File: src/rtl/rx_desc_ring.sv
module rx_desc_ring #(
  parameter int SIZE_LOG = 0
) (
  input  logic        clk,
  input  logic        rst_n,
  input  logic        reg_wr,
  input  logic [1:0]  reg_addr,
  input  logic [31:0] reg_wdata,
  output logic [31:0] reg_rdata,
  output logic        mem_req,
  output logic        mem_we,
  output logic [31:0] mem_addr,
  output logic [31:0] mem_wdata,
  input  logic        mem_ack,
  input  logic [31:0] mem_rdata,
  output logic        buf_valid,
  output logic [31:0] buf_addr,
  input  logic        frm_done,
  input  logic [10:0] frm_len,
  input  logic [4:0]  frm_err,
  output logic        irq
);
  localparam int IW = 7 + SIZE_LOG;
  localparam int AL = IW + 3;
  localparam logic [1:0] SIZE_CODE = 2'(SIZE_LOG);

  typedef enum logic [2:0] {S_IDLE, S_CTRL, S_ADDR, S_ARM, S_WB} st_t;

  st_t            state;
  logic           rx_en, irq_en, st_ok, st_err;
  logic [31-AL:0] base;
  logic [IW-1:0]  idx;
  logic           d_wrap, d_irq;
  logic [31:0]    buf_q;
  logic [10:0]    len_q;
  logic [4:0]     err_q;

  wire take   = (state == S_ARM) && rx_en && frm_done;
  wire wb_end = (state == S_WB) && mem_ack;
  wire clr_wr = reg_wr && (reg_addr == 2'd1);

  assign mem_req   = (state == S_CTRL) || (state == S_ADDR) || (state == S_WB);
  assign mem_we    = (state == S_WB);
  assign mem_addr  = {base, idx, (state == S_ADDR), 2'b00};
  assign mem_wdata = {13'b0, err_q, d_irq, d_wrap, 1'b0, len_q};
  assign buf_valid = (state == S_ARM);
  assign buf_addr  = buf_q;
  assign irq       = irq_en && (st_ok || st_err);

  always_comb begin
    case (reg_addr)
      2'd0:    reg_rdata = {30'b0, irq_en, rx_en};
      2'd1:    reg_rdata = {26'b0, SIZE_CODE, 2'b00, st_err, st_ok};
      2'd2:    reg_rdata = {base, {AL{1'b0}}};
      default: reg_rdata = 32'b0;
    endcase
  end

  always_ff @(posedge clk) begin
    if (!rst_n) begin
      state  <= S_IDLE;
      rx_en  <= 1'b0;
      irq_en <= 1'b0;
      st_ok  <= 1'b0;
      st_err <= 1'b0;
      base   <= '0;
      idx    <= '0;
      d_wrap <= 1'b0;
      d_irq  <= 1'b0;
      buf_q  <= '0;
      len_q  <= '0;
      err_q  <= '0;
    end else begin
      if (reg_wr && reg_addr == 2'd0) begin
        rx_en  <= reg_wdata[0];
        irq_en <= reg_wdata[1];
      end else if (state == S_CTRL && mem_ack && !mem_rdata[11]) begin
        rx_en <= 1'b0;
      end
      if (reg_wr && reg_addr == 2'd2)
        base <= reg_wdata[31:AL];

      st_ok  <= (wb_end && d_irq && err_q == 5'd0) || (st_ok  && !(clr_wr && reg_wdata[0]));
      st_err <= (wb_end && d_irq && err_q != 5'd0) || (st_err && !(clr_wr && reg_wdata[1]));

      case (state)
        S_IDLE: if (rx_en) state <= S_CTRL;
        S_CTRL: if (mem_ack) begin
          d_wrap <= mem_rdata[12];
          d_irq  <= mem_rdata[13];
          state  <= mem_rdata[11] ? S_ADDR : S_IDLE;
        end
        S_ADDR: if (mem_ack) begin
          buf_q <= mem_rdata;
          state <= S_ARM;
        end
        S_ARM: if (take) begin
          len_q <= frm_len;
          err_q <= frm_err;
          state <= S_WB;
        end
        S_WB: if (mem_ack) begin
          idx   <= d_wrap ? '0 : idx + 1'b1;
          state <= S_IDLE;
        end
        default: state <= S_IDLE;
      endcase
    end
  end
endmodule

File: config.mk
export PLATFORM = sky130hd
export DESIGN_NAME = rx_desc_ring
export DESIGN_NICKNAME = d
export VERILOG_FILES = /design/src/rtl/rx_desc_ring.sv
export SDC_FILE = /design/constraint.sdc
export NUM_CORES = 1
export LEC_CHECK = 0
export ABC_AREA = 0
export BUFFER_PORTS_ARGS = -buffer_cell sky130_fd_sc_hd__buf_2
export CORE_MARGIN = 3
export CORE_UTILIZATION = 35
export DETAILED_ROUTE_END_ITERATION = 10
export PLACE_DENSITY = 0.73
export SLEW_MARGIN = 20
export SYNTH_ARGS = -nofsm -noshare
export SYNTH_HDL_FRONTEND = slang
export SYNTH_SLANG_ARGS = --single-unit
File: constraint.sdc
create_clock -name clk -period 1.8 [get_ports clk]
set_clock_uncertainty 0.05 [all_clocks]
set_input_delay 0 -clock clk [delete_from_list [all_inputs] [get_ports clk]]
set_output_delay 0 -clock clk [all_outputs]
set_load 0.02 [all_outputs]
==> results of run 1 <==
[final cells by class]
type / count / area, µm² / share of cell area, %
Timing Repair Buffer: 278 / 1815 / 31.16
Multi-Input combinational cell: 334 / 1913 / 32.84
Clock inverter: 7 / 41.29 / 0.7088
Sequential cell: 86 / 1723 / 29.57
Tap cell: 140 / 175.2 / 3.007
Inverter: 8 / 33.78 / 0.5799
Clock buffer: 9 / 123.9 / 2.126
[worst max-delay path, cell delays in order (launching register included)]
cell,delay (ns)
dfxtp_2,0.38
buf_6,0.19
or3b_1,0.42
o21ai_0,0.09
buf_4,0.17
[path summary, 6_finish.rpt]
check             slack (ns)            to  depth (start not counted)         start
setup / recovery        0.14       mem_req                          4      state[1]
hold / removal          0.05      state[2]                          3       mem_ack
setup reg to reg        0.21      len_q[1]                          5      state[1]
hold reg to reg         0.41  buf_addr[20]                          2  buf_addr[20]
[stage by stage]
step	worst slack (ns)	hold WS (ns)	utilization [%]	total power, W	area, µm²
after detailed placement	0.1794	0.2022	44.91	0.002342	4890
after floorplan	0.3812	0.02979	-	0.002228	4015
after global placement	0.2518	0.1914	44.91	0.002334	4890
final	0.1412	0.05322	53.50	0.003615	5826
after CTS	0.04986	0.01474	53.44	0.003667	5818
after global routing	0.01353	0.04457	53.50	0.003788	5826
[Yosys cell counts, types with 2 or more instances]
library cell    n  area, µm²
a21oi_1         5      25.02
nor3_1          2      10.01
and2_1         23      143.9
or3b_1          2      17.52
mux2i_1         7      70.07
nand3b_1        3      22.52
nor3b_1         3      22.52
a21boi_0       61      457.9
buf_2          14      70.07
dfxtp_1        86       1722
o21ai_0        23      115.1
clkbuf_1       15      56.30
or3_1           3      18.77
nand2_1       111      416.7
buf_4          28      210.2
o31ai_1         3      22.52
nand4bb_1       2      22.52
nand3_1        22      110.1
nor2b_1         5      31.28
nor2_1          5      18.77
or4_1           2      15.01
a21boi_1       11      82.58
inv_1           8      30.03
clkbuf_2        3      15.01
[logic make-up (layout without fill, tap and decap cells)]
kind of cell / Yosys count / in the layout / share of synthesized area, %
xor gates and xnor gates: 2 / 2 / 0.4459
DFF: 86 / 86 / 43.82
and+or+nand+nor: 192 / 192 / 24.97
other: 1 / 24 / 0.09545
muxes: 7 / 7 / 1.784
buffers and inverters: 68 / 302 / 9.713
AOI/OAI and AO/OA: 108 / 108 / 18.85
adders and majority gates: 1 / 1 / 0.3184
[power by group through the flow]
| stage | clock network [W] | logic (W) | registers [W] |
|---|---|---|---|
| after floorplan | 0 | 0.000221 | 0.00201 |
| after global placement | 0 | 0.000346 | 0.00199 |
| after detailed placement | 0 | 0.000353 | 0.00199 |
| after global routing | 0.00131 | 0.000527 | 0.00195 |
| after CTS | 0.00124 | 0.000478 | 0.00194 |
| final | 0.00118 | 0.000487 | 0.00194 |
[layer usage]
| layer | routed length, µm | up-vias |
|---|---|---|
| met4 | 272 | 0 |
| met1 | 4584 | 1850 |
| met3 | 967 | 23 |
| met2 | 5962 | 177 |
| li1 | - | 2000 |
| met5 | 0 | - |
[registers in the layout, summed over array words and instances (netlist names)]
name,count
st_err,1
irq_en,1
err_q,5
d_wrap,1
base,22
st_ok,1
len_q,11
idx,7
d_irq,1
rx_en,1
state,3
buf_addr,32
[what timing repair did]
action                     4_1_cts  5_1_grt
gates resized for setup          2        3
setup buffers                    1        0
hold buffers                    75        0
cloned                           0        0
setup endpoints to repair        3        3
hold endpoints to repair        77        0
==> flow_metrics.tcl, run 1 <==
set metrics [dict create \
    status "finished clean" \
    ys_ff_latch 86 \
    stdcell_count 862 \
    synth-async-reset-ratio_pct 0 \
    period_minus_slack_ns 1.659 \
    start_util_pct 36.08 \
    met1_usage_pct 19.85 \
    synth_edf_count 0 \
    critPathLaunchType "flip-flop" \
    insertion_delay_ns 0.36 \
    ant_nets 0 \
    final_common_cell "buf_2" \
    leakagePower_nw 2.632 \
    ys_seq_area_share_pct 43.82 \
    area_growth_pct 48.28 \
    met3_usage_pct 5.163 \
    power_frac_comb_pct 13.5 \
    gp_congestion 0.8209 \
    placed_cells 770 \
    cts_tree "built" \
    vias 4050 \
    synth_area_um2 3929 \
    die_w_um 112.0 \
    required_ns 1.75 \
    grt_pass1_vias 4018 \
    syn_area_per_cell_um2 8.449 \
    cp.arrival_ns 1.61 \
    antenna_found_initial 0 \
    powerDensity_nw_per_um2 620.6 \
    clock.fmax_ghz 0.6028 \
    die_h_um 112.0 \
    p_int_w 0.002670 \
    pwr-share-seq_pct 53.8 \
    clockPowerShare_pct 32.8 \
    grt_pass1_wl_mm 18.93 \
    drive_gt1_share_pct 31.44 \
    clock_sinks 86 \
    drt_iter0_drc 180 \
    p_sw_share_pct 26.14 \
    core-area_um2 10890 \
    cts_root_buf "clkbuf_8" \
    grt_use_met2_pct 33.45 \
    wl_per_cell_um 13.67 \
    drv_cap 0 \
    path_clk_slew_ns 0.08 \
    slew_viol_final 0 \
    rows 38 \
    grt-busiest-layer "met2" \
    criticalPathCategory "flip-flop to output pin" \
    dpl.hpwl_mm 7.899 \
    yosys_warnings 0 \
    portBuffers 186 \
    end_kind "output pin" \
    layout_common_cells "buf_2, nand2_1, dfxtp_1, dlygate4sd3_1, a21boi_0" \
    hold_path.class "input port to flip-flop" \
    drc 0 \
    p_switching_w 0.0009452 \
    ir_worst_vdd_mv 0.5041 \
    wl_mm 11.79 \
    rsz0062_at_grt "no" \
    post-route-period-util_pct 92.16 \
    grt_start_max_net_pins 30 \
    fillers 970 \
    avgViaCountPerCell 4.698 \
    first_pass_iters 4 \
    io_pins 219 \
    hold_viol_final 0 \
    groute.usage.overall_pct 18.35 \
    crit_fanout 19 \
    die-area_um2 12530 \
    fin_nets 805 \
    fin_tns_setup_ns 0 \
    syn_inst 465 \
    cts_buffers 9 \
    clock_tree.buffer_depth 2 \
    ys.flop_type "dfxtp_1" \
    synth_cell_types 42 \
    ctsHtreeMaxLevel 3 \
    finalSetupViolCount 0 \
    grt_overflow_total 0 \
    diodes 0 \
]
Power figures use the tool's default switching activity.
==> run 2: changes to the inputs <==
ABC_AREA = 1   (was 0)
PLACE_DENSITY = 0.74   (was 0.73)
SLEW_MARGIN = 0   (was 20)
==> run 2 against run 1 <==
  * Power up 29%
  * Sequential power up 9.8%
  * Die area down 6.1%
  * Final cell count up 1.4%
  * Synthesized cell count up 4.5%
  * Maximum frequency down 1.1%
  * Setup slack worse by 0.019 ns
  * Global-route usage up 1.2 points
  * Register-to-register slack worse by 0.08 ns
  * Combinational power up 140%
  * First-iteration DRC count up 93%
  * Highest routed layer unchanged
==> flow_metrics.tcl, run 2 <==
set metrics [dict create \
    status "finished clean" \
    cts_tree "built" \
    die_w_um 108.5 \
    hold_viol_final 0 \
    stdcell_count 874 \
    post-route-period-util_pct 93.22 \
    area_growth_pct 49.98 \
    cts_buffers 9 \
    p_switching_w 0.001510 \
    ant_nets 0 \
    core-area_um2 10000 \
    met1_length_mm 4.725 \
    fin_tns_setup_ns 0 \
    crit_end "rx_en" \
    fin_nets 823 \
    first_pass_iters 4 \
    grt_start_max_net_pins 45 \
    critPathLaunchType "input port" \
    wl_met2_mm 6.066 \
    rrSetupSlack_ns 0.13 \
    leakagePower_nw 2.653 \
    clock.fmax_ghz 0.5960 \
    wl_mm 11.94 \
    synth-async-reset-ratio_pct 0 \
    grt_pass1_vias 3866 \
    synthTopCellsByCount "dfxtp_1, a21oi_1, nor2_1" \
    yosys.area.top_type "dfxtp_1" \
    cts_root_buf "clkbuf_8" \
    gp_congestion 0.7510 \
    timing.rr.start "state[2]" \
    groute.usage.overall_pct 19.54 \
    crit_fanout 44 \
    yosysMostFrequentCell "dfxtp_1" \
    finalSetupViolCount 0 \
    layout_common_cells "buf_2, dfxtp_1, dlygate4sd3_1, a21oi_1, nor2_1" \
    ys_ff_latch 86 \
    power_frac_comb_pct 25.1 \
    p_sw_share_pct 32.30 \
    io_pins 219 \
    p_int_w 0.003165 \
    portBuffers 186 \
    wl_per_cell_um 13.66 \
    avgViaCountPerCell 4.695 \
    tightest_slew_ns 0.6510 \
    clockPowerShare_pct 29.3 \
    end_kind "flip-flop" \
    hold_path.class "input port to flip-flop" \
    largest_reg_flops 32 \
    ys.flop_type "dfxtp_1" \
    synth_cell_types 31 \
    wl_met3_um 855 \
    rsz0062_at_grt "no" \
    dpl.hpwl_mm 7.646 \
    insertion_delay_ns 0.34 \
    r2r_cells 5 \
    cp-startpoint "rst_n" \
    reg2reg_to "rx_en" \
    syn_inst 486 \
    required_ns 2.04 \
    vias 4103 \
    top_layer "met4" \
    cp.arrival_ns 1.91 \
    period_minus_slack_ns 1.678 \
    path_clk_slew_ns 0.08 \
    ys_seq_area_share_pct 46.82 \
    final_common_cell "buf_2" \
    drv_cap 0 \
    pwr-share-seq_pct 45.6 \
    drc 0 \
    start_util_pct 36.77 \
    yosys_warnings 0 \
    clock_tree.buffer_depth 2 \
    slew_viol_final 0 \
    die-area_um2 11770 \
    ctsHtreeMaxLevel 3 \
    syn_area_per_cell_um2 7.566 \
    rows 36 \
    grt_overflow_total 0 \
    antenna_found_initial 0 \
    die_h_um 108.5 \
    drive_gt1_share_pct 30.00 \
    yosysTopAreaCellShare_pct 46.82 \
    slew_headroom_pct 56.55 \
    powerDensity_nw_per_um2 847.6 \
    placed_cells 781 \
    grt_pass1_wl_mm 18.28 \
    drt_iter0_drc 347 \
    clock_sinks 86 \
    fillers 918 \
    ir_worst_vdd_mv 0.4569 \
    synth_edf_count 0 \
    synth_area_um2 3677 \
    criticalPathCategory "input port to flip-flop" \
    synth_area_leaders "dfxtp_1, a21oi_1, nor2_1, o21ai_0, nand2_1" \
]
run 2: power by group through the flow:
stage               combinational (W)  sequential [W]  clock, W
floorplan                    0.000648         0.00230         0
global placement              0.00101         0.00216         0
detailed placement            0.00103         0.00217         0
CTS                           0.00116         0.00213   0.00143
global route                  0.00129         0.00215   0.00150
finish                        0.00117         0.00213   0.00137
run 2: timing repair:
action / in CTS / in global routing
resized for setup: 0 / 3
buffers inserted: 0 / 0
hold endpoints to repair: 81 / 0
setup endpoints to repair: 0 / 2
hold buffers: 76 / 0
run 2: cell families after synthesis:
group,synth area share (%)
and+or+nand+nor,21.23
DFF,46.82
xor gates and xnor gates,0.2382
buffers and inverters,15.04
AOI/OAI and AO/OA,16.23
other,0.1020
adders and majority gates,0.3402
run 2: metal layers:
metal / global-route usage [%] / up-vias
met5: 0 / -
met4: 7.935 / 0
met3: 4.657 / 27
met2: 36.19 / 189
met1: 21.17 / 1874
li1: - / 2013
run 2: final cells by class:
cell class / count / area [µm²] / area share [%]
clock inverters: 5 / 58.81 / 1.066
diodes: 1 / 2.502 / 0.04537
inverters: 53 / 201.4 / 3.652
flip-flops and latches: 86 / 1723 / 31.24
repair buffers: 267 / 1733 / 31.42
well taps: 133 / 166.4 / 3.017
multi-input cells: 318 / 1489 / 27.00
clock buffers: 11 / 141.4 / 2.564
run 2: critical path: stages:
cell and delay (ns):
dlygate4sd3_1 0.54, buf_2 0.14, buf_4 0.38, o21ai_0 0.17, a21oi_1 0.13, dlygate4sd3_1 0.55
run 2: per-stage QoR:
stage / setup WS [ns] / hold slack, ns / instance area [µm²] / total power (W) / util [%]
after floorplan: 0.5343 / 0.08491 / 3764 / 0.002952 / -
after global placement: 0.3065 / 0.1727 / 4547 / 0.003170 / 45.47
after detailed placement: 0.2044 / 0.1777 / 4547 / 0.003198 / 45.47
after CTS: 0.06776 / 0.02948 / 5508 / 0.004715 / 55.08
after global routing: 0.01566 / 0.07984 / 5513 / 0.004947 / 55.13
final: 0.1221 / 0.06209 / 5515 / 0.004675 / 55.16
run 2: worst min path at each step:
stage / start / end / slack [ns] / depth (start not counted)
floorplan: frm_err[0] / err_q[0] / 0.08 / 2
global placement: frm_len[4] / len_q[4] / 0.17 / 3
detailed placement: frm_len[10] / len_q[10] / 0.18 / 3
CTS: reg_wr / st_err / 0.03 / 4
global route: reg_wr / st_err / 0.08 / 4
finish: reg_wr / st_err / 0.06 / 4
==> run 3: changes to the inputs <==
CELL_PAD_IN_SITES_DETAIL_PLACEMENT = 1   (was default)
CELL_PAD_IN_SITES_GLOBAL_PLACEMENT = 1   (was default)
CORE_UTILIZATION = 29   (was 35)
PLACE_DENSITY = 0.86   (was 0.74)
==> run 3 against run 2 <==
  * Combinational power increased by 4%
  * Largest cell class unchanged
  * Sequential power barely moved
  * Utilization is 8.7 points lower
  * Clock power up 41%
  * Critical path depth is 1 lower
  * Maximum frequency increased by 0.66%
  * Routed wire length grew 19%
  * Register-to-register slack hardly changed
  * Final cell count is 3.9% higher
  * Flip-flop and latch count unchanged
  * Sequential share of layout area decreased by 0.85 points
  * Critical path type is now flip-flop to flip-flop
  * Highest routed layer unchanged
==> flow_metrics.tcl, run 3 (synthesized netlist as in run 2, its figures left out) <==
set metrics [dict create \
    met3_usage_pct 5.167 \
    worst_slack_ns 0.1330 \
    required_ns 1.98 \
    cts_root_buf "clkbuf_16" \
    largest_reg_flops 32 \
    die-area_um2 14070 \
    wl_per_cell_um 15.59 \
    rows 40 \
    grt_pass1_wl_mm 22.48 \
    grt_use_met2_pct 36.59 \
    fin_nets 822 \
    drc 0 \
    tightest_slew_ns 0.7327 \
    end_kind "flip-flop" \
    p_sw_share_pct 30.45 \
    slew_headroom_pct 51.10 \
    drv_cap 0 \
    placed_cells 816 \
    ant_nets 0 \
    stdcell_count 908 \
    p_int_w 0.003678 \
    slowest_delay_ns 0.55 \
    clock_sinks 86 \
    avgViaCountPerCell 4.591 \
    gp_congestion 0.7363 \
    fin_tns_setup_ns 0 \
    worstPathCellList "inv_1 -> nand4_1 -> o21ai_0 -> a21oi_1 -> dlygate4sd3_1" \
    antenna_found_initial 2 \
    first_pass_iters 4 \
    grt-busiest-layer "met2" \
    start_util_pct 30.11 \
    cts_tree "built" \
    ctsHtreeMaxLevel 3 \
    power_frac_comb_pct 23.0 \
    dpl.hpwl_mm 9.054 \
    period_minus_slack_ns 1.667 \
    path_clk_slew_ns 0.06 \
    grt_pass1_vias 4508 \
    core-area_um2 12210 \
    post_dp_cell_area_um2 4603 \
    powerDensity_nw_per_um2 932.8 \
    io_pins 219 \
    grt_overflow_total 0 \
    cp_top_family "buffers and inverters" \
    path_buf_inv 2 \
    met1_usage_pct 19.85 \
    die_h_um 118.6 \
    rsz0062_at_grt "no" \
    die_w_um 118.6 \
    cts_buffers 9 \
    hold_path.class "input port to flip-flop" \
    vias 4169 \
    post-route-period-util_pct 92.61 \
    slowest_stage "dlygate4sd3_1" \
    clockPowerShare_pct 36.5 \
    post_cts_buffers 0 \
    crit_fanout 5 \
    layout_common_cells "buf_2, dfxtp_1, dlygate4sd3_1, a21oi_1, nor2_1" \
    clock_tree.buffer_depth 2 \
    clock.fmax_ghz 0.5999 \
    slew_viol_final 0 \
    final_common_cell "buf_2" \
    status "finished clean" \
    grt_start_max_net_pins 45 \
    groute.usage.overall_pct 19.82 \
    leakagePower_nw 2.706 \
    final_area_um2 5669 \
    drive_gt1_share_pct 30.08 \
    ir_worst_vdd_mv 0.4215 \
    hold_viol_final 0 \
    portBuffers 186 \
    criticalPathCategory "flip-flop to flip-flop" \
    pwr-share-seq_pct 40.5 \
    drt_iter0_drc 132 \
    wl_mm 14.15 \
    dp_slack_ns 0.2122 \
    finalSetupViolCount 0 \
    insertion_delay_ns 0.34 \
    p_switching_w 0.001610 \
    critPathLaunchType "flip-flop" \
    cp.arrival_ns 1.84 \
    area_growth_pct 54.17 \
]
-- run 3: stage by stage --
| stage | power, W | util, % | hold slack [ns] |
|---|---|---|---|
| finish | 0.005288 | 46.42 | 0.01839 |
| global route | 0.005555 | 46.42 | 0.04545 |
| detailed placement | 0.003247 | 37.69 | 0.1831 |
| global placement | 0.003203 | 37.69 | 0.1753 |
| floorplan | 0.002952 | - | 0.08491 |
| CTS | 0.005324 | 46.37 | 0.01509 |
-- run 3: metal layers --
| layer | share of wire [%] | vias to the layer above |
|---|---|---|
| li1 | - | 2009 |
| met5 | 0 | - |
| met2 | 52 | 163 |
| met1 | 38 | 1950 |
| met4 | 4.6 | 0 |
| met3 | 6.0 | 47 |
-- run 3: final timing paths --
check | start | endpoint | slack, ns | cells after the start
max | state[2] | rx_en | 0.13 | 5
min | rst_n | base[4] | 0.02 | 3
max reg2reg | state[2] | rx_en | 0.13 | 5
min reg2reg | buf_addr[18] | buf_addr[18] | 0.41 | 2
-- run 3: timing repair --
item | CTS | global route
endpoints found under the setup margin | 0 | 1
hold buffers | 75 | 0
endpoints found under the hold margin | 76 | 0
resized for setup | 0 | 1
-- run 3: layout make-up --
class	instances	area [µm²]
Fill cell	1580	6543
Timing Repair Buffer	266	1732
Sequential cell	86	1723
Multi-Input combinational cell	318	1489
Clock buffer	12	266.5
Tap cell	168	210.2
Inverter	53	201.4
Clock inverter	3	42.54
Antenna cell	2	5.005
-- run 3: power by group through the flow --
| stage | clock, W | combinational [W] | sequential (W) |
|---|---|---|---|
| floorplan | 0 | 0.000648 | 0.00230 |
| global placement | 0 | 0.00104 | 0.00217 |
| detailed placement | 0 | 0.00107 | 0.00218 |
| CTS | 0.00199 | 0.00120 | 0.00214 |
| global route | 0.00206 | 0.00133 | 0.00216 |
| finish | 0.00193 | 0.00122 | 0.00214 |
-- run 3: worst reg2reg max path: stages, from the launching register on --
cell and delay, ns:
dfxtp_1 0.37, inv_1 0.14, nand4_1 0.18, o21ai_0 0.20, a21oi_1 0.08, dlygate4sd3_1 0.55
